==> src/rtl/thr_pkg.sv <==
package thr_pkg;

   typedef enum logic [1:0] {
      ST_IDLE = 2'd0,
      ST_WAIT = 2'd1,
      ST_ON   = 2'd2,
      ST_OFF  = 2'd3
   } thr_state_e;

   function automatic logic req_low(input thr_state_e s);
      return (s == ST_WAIT) || (s == ST_ON);
   endfunction

endpackage

==> src/rtl/thr_duty_sel.sv <==
module thr_duty_sel #(
   parameter int DUTY_W       = 3,
   parameter int LEN_W        = 10,
   parameter int STEP         = 128,
   parameter bit ZERO_AS_HALF = 1'b1
) (
   input  logic              force_en,
   input  logic [DUTY_W-1:0] duty_norm,
   input  logic [DUTY_W-1:0] duty_force,
   output logic [LEN_W-1:0]  on_len
);

   localparam logic [DUTY_W-1:0] HALF_CODE = DUTY_W'(1) << (DUTY_W - 1);
   localparam logic [DUTY_W-1:0] LOW_CODE  = DUTY_W'(1);

   logic [DUTY_W-1:0] code_sel;
   logic [DUTY_W-1:0] code_eff;

   if (DUTY_W < 2) begin : g_bad_duty_w
      $error("thr_duty_sel: DUTY_W must be at least 2");
   end

   // the forced field wins whenever the forced enable is set
   always_comb code_sel = force_en ? duty_force : duty_norm;

   if (ZERO_AS_HALF) begin : g_zero_half
      // code zero behaves as the half-period code
      always_comb code_eff = (code_sel == '0) ? HALF_CODE : code_sel;
   end else begin : g_zero_low
      always_comb code_eff = (code_sel == '0) ? LOW_CODE : code_sel;
   end

   always_comb on_len = LEN_W'(code_eff) * LEN_W'(STEP);

endmodule

==> src/rtl/thr_period_ctr.sv <==
module thr_period_ctr #(
   parameter int W = 10
) (
   input  logic         clk,
   input  logic         rst_n,
   input  logic         clr,
   input  logic         one,
   input  logic         inc,
   output logic [W-1:0] cnt
);

   always_ff @(posedge clk or negedge rst_n) begin
      if (!rst_n)   cnt <= '0;
      else if (clr) cnt <= '0;
      else if (one) cnt <= W'(1);
      else if (inc) cnt <= cnt + 1'b1;
   end

   // the count never wraps within a phase
   p_no_wrap_r7: assert property (@(posedge clk) disable iff (!rst_n)
      (inc && !clr && !one) |-> (cnt != '1));

endmodule

==> src/rtl/thr_seq.sv <==
module thr_seq
   import thr_pkg::*;
#(
   parameter int W = 10
) (
   input  logic         clk,
   input  logic         rst_n,
   input  logic         run,
   input  logic         ack,
   input  logic [W-1:0] cnt,
   input  logic [W-1:0] on_len,
   input  logic [W-1:0] off_len,
   output thr_state_e   state,
   output thr_state_e   state_nxt,
   output logic         ctr_clr,
   output logic         ctr_one,
   output logic         ctr_inc,
   output logic         load_len
);

   logic on_last;
   logic off_last;

   always_comb on_last  = (cnt == on_len  - 1'b1);
   always_comb off_last = (cnt == off_len - 1'b1);

   always_comb begin
      state_nxt = state;
      ctr_clr   = 1'b0;
      ctr_one   = 1'b0;
      ctr_inc   = 1'b0;
      load_len  = 1'b0;
      if (!run) begin
         // leave throttling at once and clear the count
         state_nxt = ST_IDLE;
         ctr_clr   = 1'b1;
      end else begin
         unique case (state)
            ST_IDLE: begin
               state_nxt = ST_WAIT;
               ctr_clr   = 1'b1;
               load_len  = 1'b1;
            end
            ST_WAIT: begin
               // the acknowledging edge is the first active clock
               if (ack) begin
                  state_nxt = ST_ON;
                  ctr_one   = 1'b1;
               end
            end
            ST_ON: begin
               if (on_last) begin
                  state_nxt = ST_OFF;
                  ctr_clr   = 1'b1;
               end else begin
                  ctr_inc = 1'b1;
               end
            end
            ST_OFF: begin
               if (off_last) begin
                  state_nxt = ST_WAIT;
                  ctr_clr   = 1'b1;
                  load_len  = 1'b1;
               end else begin
                  ctr_inc = 1'b1;
               end
            end
            default: begin
               state_nxt = ST_IDLE;
               ctr_clr   = 1'b1;
            end
         endcase
      end
   end

   always_ff @(posedge clk or negedge rst_n) begin
      if (!rst_n) state <= ST_IDLE;
      else        state <= state_nxt;
   end

   p_release_r1: assert property (@(posedge clk) disable iff (!rst_n)
      !run |=> (state == ST_IDLE));

   p_hold_wait_r6: assert property (@(posedge clk) disable iff (!rst_n)
      (state == ST_WAIT && !ack && run) |=> (state == ST_WAIT) && $stable(cnt));

   p_on_bound_r3: assert property (@(posedge clk) disable iff (!rst_n)
      (state == ST_ON) |-> (cnt < on_len));

   p_off_bound_r7: assert property (@(posedge clk) disable iff (!rst_n)
      (state == ST_OFF) |-> (cnt < off_len));

endmodule

==> src/rtl/throttle_gen.sv <==
module throttle_gen
   import thr_pkg::*;
#(
   parameter int PERIOD_LOG2  = 10,
   parameter int DUTY_W       = 3,
   parameter bit ZERO_AS_HALF = 1'b1
) (
   input  logic              clk,
   input  logic              rst_n,
   input  logic              thr_en,
   input  logic              force_en,
   input  logic [DUTY_W-1:0] duty_norm,
   input  logic [DUTY_W-1:0] duty_force,
   input  logic              stop_ack,
   output logic              stop_req_n
);

   localparam int PERIOD = 1 << PERIOD_LOG2;
   localparam int STEP   = PERIOD >> DUTY_W;
   localparam int W      = PERIOD_LOG2;

   if (PERIOD_LOG2 <= DUTY_W) begin : g_bad_period
      $error("throttle_gen: PERIOD_LOG2 must exceed DUTY_W");
   end

   thr_state_e state;
   thr_state_e state_nxt;
   logic       run;
   logic       ctr_clr;
   logic       ctr_one;
   logic       ctr_inc;
   logic       load_len;
   logic [W-1:0] cnt;
   logic [W-1:0] on_len_sel;
   logic [W-1:0] on_len_q;
   logic [W-1:0] off_len;
   logic         req_n_q;

   always_comb run = thr_en | force_en;

   thr_duty_sel #(
      .DUTY_W       (DUTY_W),
      .LEN_W        (W),
      .STEP         (STEP),
      .ZERO_AS_HALF (ZERO_AS_HALF)
   ) u_sel (
      .force_en   (force_en),
      .duty_norm  (duty_norm),
      .duty_force (duty_force),
      .on_len     (on_len_sel)
   );

   // the active length is captured only when a period begins
   always_ff @(posedge clk or negedge rst_n) begin
      if (!rst_n)        on_len_q <= '0;
      else if (load_len) on_len_q <= on_len_sel;
   end

   // the high phase fills the rest of the period (modulo 2**W)
   always_comb off_len = W'(0) - on_len_q;

   thr_period_ctr #(.W(W)) u_ctr (
      .clk   (clk),
      .rst_n (rst_n),
      .clr   (ctr_clr),
      .one   (ctr_one),
      .inc   (ctr_inc),
      .cnt   (cnt)
   );

   thr_seq #(.W(W)) u_seq (
      .clk       (clk),
      .rst_n     (rst_n),
      .run       (run),
      .ack       (stop_ack),
      .cnt       (cnt),
      .on_len    (on_len_q),
      .off_len   (off_len),
      .state     (state),
      .state_nxt (state_nxt),
      .ctr_clr   (ctr_clr),
      .ctr_one   (ctr_one),
      .ctr_inc   (ctr_inc),
      .load_len  (load_len)
   );

   always_ff @(posedge clk or negedge rst_n) begin
      if (!rst_n) req_n_q <= 1'b1;
      else        req_n_q <= !req_low(state_nxt);
   end

   always_comb stop_req_n = req_n_q;

   p_out_release_r1: assert property (@(posedge clk) disable iff (!rst_n)
      !run |=> stop_req_n);

   p_len_hold_r8: assert property (@(posedge clk) disable iff (!rst_n)
      !load_len |=> $stable(on_len_q));

   p_len_range_r3: assert property (@(posedge clk) disable iff (!rst_n)
      (state != ST_IDLE) |-> (on_len_q >= W'(STEP)) && (on_len_q <= W'(PERIOD - STEP)));

   p_start_r2: assert property (@(posedge clk) disable iff (!rst_n)
      (state == ST_IDLE && run) |=> !stop_req_n);

endmodule

==> config.mk <==
export PLATFORM = sky130hd
export DESIGN_NAME = throttle_gen
export DESIGN_NICKNAME = d
export VERILOG_FILES = /design/src/rtl/thr_pkg.sv /design/src/rtl/thr_duty_sel.sv /design/src/rtl/thr_period_ctr.sv /design/src/rtl/thr_seq.sv /design/src/rtl/throttle_gen.sv
export SDC_FILE = /design/constraint.sdc
export NUM_CORES = 1
export LEC_CHECK = 0
export BUFFER_PORTS_ARGS = -buffer_cell sky130_fd_sc_hd__buf_2
export CAP_MARGIN = 5
export CORE_ASPECT_RATIO = 0.9
export CORE_MARGIN = 2
export CORE_UTILIZATION = 40
export CTS_CLUSTER_DIAMETER = 200
export DETAILED_ROUTE_END_ITERATION = 6
export GPL_ROUTABILITY_DRIVEN = 0
export SLEW_MARGIN = 15
export SYNTH_ARGS = -nofsm -noshare
export SYNTH_HDL_FRONTEND = slang
export SYNTH_SLANG_ARGS = --single-unit
==> constraint.sdc <==
create_clock -name clk -period 2.4 [get_ports clk]
set_clock_uncertainty 0.15 [all_clocks]
set_input_delay 0 -clock clk [delete_from_list [all_inputs] [get_ports clk]]
set_output_delay 0 -clock clk [all_outputs]
set_load 0.01 [all_outputs]
Word level (Yosys, flattened, before mapping)
Cells that the tools add are included.
Storage, ports and cells
  input port bits: 11
  flip-flop bits (word level): 16
  memories kept: 0
  output and inout port bits: 1
  RAM bits: 0
  latch bits: 0
  bits in read-only memories: 0
  logic and storage cells: 44
Operators by class
  bitwise logic cells: 1
  reductions and logical operators: 5
  $lt $le $gt $ge: 0
  muxes and demuxes: 23
  shift operators: 0
  equality and inequality tests: 7
  multipliers: 0
  div/mod/pow operators: 0
  add/subtract/negate cells: 4
Operators with widths (number)
  $mux 10: 3
  $eq 10x10->1: 2
  $sub 10x1->10 const B: 2
  $add 10x1->10 const B: 1
  $mux 1: 10
  $sub 1x10->10 const A: 1
  $mux 2: 4
  $pmux 2 s4: 1
  $eq 2x2->1 const B: 3
  $mux 3: 2
  $eq 2x1->1 const B: 2
  $pmux 1 s2: 2
  $logic_not 3->1: 1
  $pmux 1 s3: 1
  $reduce_bool 3->1: 1
  $logic_not 2->1: 1
  $logic_not 1->1: 1
  $logic_or 1x1->1: 1
  $or 1x1->1: 1

Logic depth before layout (Yosys ltp)
  depth after elaboration: 9
  depth in mapped cells: 8
  mapped depth without buffers: 7

By module
Synthesis repeated with hierarchy kept, for this count alone.
Unflattened totals
  cells, all modules: 242
  area, all modules: 2142.1 um^2
By module, submodules not included
  thr_seq: cells each 129, seq. area each 50.0 um^2, instances 1, area each 942.2 um^2
  throttle_gen: cells each 47, seq. area each 276.5 um^2, instances 1, area each 573.0 um^2
  thr_period_ctr: cells each 54, seq. area each 250.2 um^2, instances 1, area each 521.8 um^2
  thr_duty_sel: cells each 12, seq. area each 0.0 um^2, instances 1, area each 105.1 um^2

Worst setup path before layout
OpenSTA, ideal clock, no wires.
  path kind: register to register
  start point: register u_ctr.cnt[0]
  end point: register u_ctr.cnt[5]
  setup slack: 110 ps
  data required time: 2119 ps
  period minus slack after synthesis: 2290 ps
  buffers on the path: 1
  stages on the path, launching flop included: 8
  library setup time: 131 ps
  data arrival time: 2008 ps
  cells stage by stage: dfrtp_1 ha_1 nand4_4 or4_1 or3_1 buf_6 nand3_4 a21oi_2
Between the ends
  longest elaborated chain between the ends: 5
  elaborated cells between the ends (all ways): 15
  classes of those cells: 1 x add/sub; 2 x eq/ne; 11 x mux; 1 x reduce/logical
Ends and longest elaborated chain
  start, declared: RTL line thr_period_ctr.sv:9  | output logic [W-1:0] cnt
  start signal, assigned: RTL line thr_period_ctr.sv:16  | else if (inc) cnt <= cnt + 1'b1;
  branches (longest 5 deep; another with $add 10x1->10)
Parallel ways; which one is timed is not known. The select of a mux whose other input is x is not followed.
A chain may end at the register's enable or synchronous reset.

Final worst setup path
  start point: register on_len_q[7]
  end point: register u_ctr.cnt[5]
Between the ends
  longest elaborated chain between the ends: 7
  elaborated cells between the ends (all ways): 15
  classes of those cells: 3 x add/sub; 2 x eq/ne; 9 x mux; 1 x reduce/logical
Ends and longest elaborated chain
  start, declared: RTL line throttle_gen.sv:35  | logic [W-1:0] on_len_q;
  start signal, assigned: RTL line throttle_gen.sv:56  | else if (load_len) on_len_q <= on_len_sel;
  $sub 1x10->10: RTL line throttle_gen.sv:60  | always_comb off_len = W'(0) - on_len_q;
  $sub 10x1->10: RTL line thr_seq.sv:25  | always_comb off_last = (cnt == off_len - 1'b1);
  $eq 10x10->1: RTL line thr_seq.sv:25
  $mux 1: RTL line thr_seq.sv:60  | if (off_last) begin
  $pmux 1 s3 / $pmux 1 s2 (equally long branches): RTL line thr_seq.sv:38  | unique case (state)
  $mux 1: RTL line thr_seq.sv:33  | if (!run) begin
  $reduce_bool 3->1 (no line) / $mux 10 (equally long branches)
Several ways; a longest one is shown, not always the timed one.

==> summary.md <==
| Metric | Value |
|---|---|
| Status | complete, no violations |
| Initial Util | 0.4227 |
| Clk sinks | 16 |
| Setup crit start kind | register |
| Initial DRC Count | 55 |
| Worst r2r src | on_len_q[7] |
| Routed vias/inst | roughly 5.7 |
| Hold Vio Cnt, Final | 0 |
| Die width | 64.24 µm |
| CTS tree | built |
| Clock root cell | clkbuf_4 |
| Num ports | 12 |
| Via count | 1179 |
| CORE AREA | between 3000 and 4000 µm² |
| P_leak | 0.5731 nW |
| DRT Wirelength | roughly 3300 µm |
| Detail Route Antenna Nets | 0 |
| DP Worst Slack | 0.06211 ns |
| Global-route wire length before repair | 5630 µm |
| Critical Path Fanout Max | 7 |
| Fin area | 1555 µm² |
| # setup viols final | 0 |
| ANT cells | 0 |
| Max-Slew Margin vs Limit | 0.6104 |
| WHS | about 0.0005 ns |
| Drt drc | 0 |
| Critical Path RT | approximately 2.4 ns |
| Die area | 3739 µm² |
| Final worst path period share | 0.9601 |
| Antenna violations before repair | 0 |
| Clock Latency Late Sink | approximately 0.29 ns |
| Crit path launch | on_len_q[7] |
| Tot GR Track Use | 0.1947 |
| Worst slew pin tran | 0.5843 ns |
| Crit. End Element | register |
| Layout filler cell count | 316 |
| Slew Limit Fails | 0 |
| Setup repair after global routing missed its margin | false |
| Sequential fraction of the synthesis area | 0.3075 |
| Count of input and output buffers | 11 |
| Die Y | 58.21 µm |
| Fin nets | 184 |
| Layout cell share with drive strength beyond 1 | 0.2485 |
| R2R Setup Slk | roughly 0.096 ns |
| Avg Synthesized Cell Area | approximately 9.3 µm² |
| Total negative slack | 0 ns |
| Worst min-delay path class | in -> async |
| CP arrival | 2.33 ns |
| H-tree levels | 1 |
| Syn nets | 158 |
| Max-capacitance violation count | 0 |
| Fin crit period | between 2 and 2.5 ns |
| Num CTS Buffers | 3 |
| Mapped Area | ~1300 µm² |
| DP HPWL | 2341 µm |
| P&R area growth vs syn | 19.06% |
| Post-synth top flop | dfrtp_1 |
| Cell taking the most area after synthesis | dfrtp_1 |
| Synth top area cells | dfrtp_1 (29%), ha_1 (6.7%), mux2i_1 (5.4%) |
| CP Capture Point | u_ctr.cnt[5] |
| Post-CTS Setup Bufs | 0 |
| Worst Slack Setup Final | approximately 0.096 ns |
| Pre-antenna DRT Iters | 4 |
| Clock-pin slew on the worst setup and hold paths | 0.10 ns |
| Row cnt | 19 |
| Count of different cell masters after synthesis | 45 |
| Number of global-route vias before repair | 1176 |
| Peak VDD IR | 397.0 µV |
| Synth Instances | 140 |
| Remaining global-route overflow | 0 |
| Reg2reg end | u_ctr.cnt[5] |
| Total power draw | 0.001218 W |
| Fmax | 434.0 MHz |
| Clk buf depth | 2 |
| Pin count of the biggest net entering global routing | 17 |
| Placed cell area | 1431 µm² |
| Number of synthesized register bits | 16 |
| Kind of critical path | reg -> reg |
| Post-synth EDFFs | 0 |
| Pwr Density | 783.2 nW/µm² |
| Synthesis warning total | 0 |
| Wire per inst | about 16 µm |
| Top-area cell type share of the netlist area | 0.2874 |
| FF-to-FF path depth | 7 |
| Synth async-reset ratio | 1.000 |
-- worst max-delay path, stage by stage, from the launching register on --
cell and delay (ns):
dfrtp_1 0.39, inv_1 0.07, ha_1 0.30, xnor2_1 0.14, or4_1 0.51, or3_4 0.40
nand3_4 0.18, a21oi_2 0.05
-- state kept, by name (all words and copies together), names as in the netlist --
| name | count |
|---|---|
| stop_req_n | 1 |
| u_seq.state | 2 |
| on_len_q | 3 |
| u_ctr.cnt | 10 |
-- final cells by class --
cell class	count	area, µm²	share of cell area
Multi-Input combinational cell	111	854.6	0.5495
Sequential cell	16	401.6	0.2582
Timing Repair Buffer	26	190.2	0.1223
Tap cell	42	52.55	0.03379
Inverter	8	30.03	0.01931
Clock buffer	4	26.28	0.01689
-- metrics by stage --
step / utilization / std cells
final: 0.5032 / 207
after global routing: 0.5032 / 207
after CTS: 0.5008 / 207
after detailed placement: 0.4632 / 194
after global placement: 0.4632 / 194
after floorplan: - / 140
-- worst min path at each step --
stage | from | end | slack, ns
after floorplan | rst_n | on_len_q[7] | -0.45
after global placement | rst_n | on_len_q[9] | -0.21
after detailed placement | rst_n | on_len_q[9] | -0.21
after CTS | duty_force[2] | on_len_q[9] | 0.003
after global routing | rst_n | u_ctr.cnt[0] | 0.02
final | rst_n | on_len_q[8] | 0.0005
-- logic make-up after synthesis --
group / share of synthesized area
AND/OR/NAND/NOR: 0.2328
AO/OA/AOI/OAI: 0.2471
flip-flops: 0.3075
buffers and inverters: 0.04406
multiplexers: 0.06226
adder cells (fa/ha/maj): 0.06705
XOR/XNOR: 0.03927
-- Yosys cell counts (3+ instances only) --
| library cell | number |
|---|---|
| ha_1 | 7 |
| nor3_1 | 5 |
| clkbuf_1 | 3 |
| a211o_1 | 3 |
| xnor2_1 | 4 |
| o221ai_1 | 4 |
| a21oi_2 | 7 |
| mux2i_1 | 7 |
| nand3_1 | 5 |
| dfrtp_1 | 15 |
| nand2_1 | 15 |
| inv_1 | 8 |
| nor2_1 | 9 |
| a21oi_1 | 4 |
| nand4_1 | 5 |
-- layout by cell type (no fill, tap or decap), types with 2 or more instances in the layout --
master / synthesis / layout
clkbuf_4: 0 / 3
xnor2_1: 4 / 4
nor2_1: 9 / 9
a211o_1: 3 / 3
o211ai_1: 2 / 2
dlygate4sd3_1: 0 / 9
o221ai_1: 4 / 4
and2_1: 2 / 2
o2111ai_1: 2 / 2
buf_4: 0 / 6
mux2i_1: 7 / 7
nand2_1: 15 / 15
nand3_1: 5 / 5
ha_1: 7 / 6
o21ai_0: 2 / 2
a31oi_1: 2 / 2
a21oi_2: 7 / 7
nor3_2: 2 / 2
a21oi_1: 4 / 4
nand4b_1: 2 / 2
nor3_1: 5 / 5
nand4_1: 5 / 5
dfrtp_1: 15 / 15
inv_1: 8 / 8
o21a_1: 2 / 2
o311ai_1: 2 / 2
buf_2: 1 / 11
-- power breakdown --
group	total, W	switching, W	internal, W
Sequential	0.000374	0.0000436	0.000331
Clock	0.000158	0.0000932	0.0000645
Combinational	0.000686	0.000408	0.000278
Total	0.00122	0.000545	0.000673
-- metal layers --
| layer | track usage | part of all wire | up-vias |
|---|---|---|---|
| li1 | - | - | 582 |
| met1 | 0.2741 | 0.49 | 572 |
| met2 | 0.3095 | 0.46 | 21 |
| met3 | 0.02524 | 0.034 | 4 |
| met4 | 0.06991 | 0.010 | 0 |
| met5 | 0 | 0 | - |
-- what timing repair did --
item                       4_1_cts  5_1_grt
hold buffers                     9        0
gates resized for setup          0        2
setup endpoints to repair        0       11
hold endpoints to repair        22        0
Power figures use the tool's default switching activity.
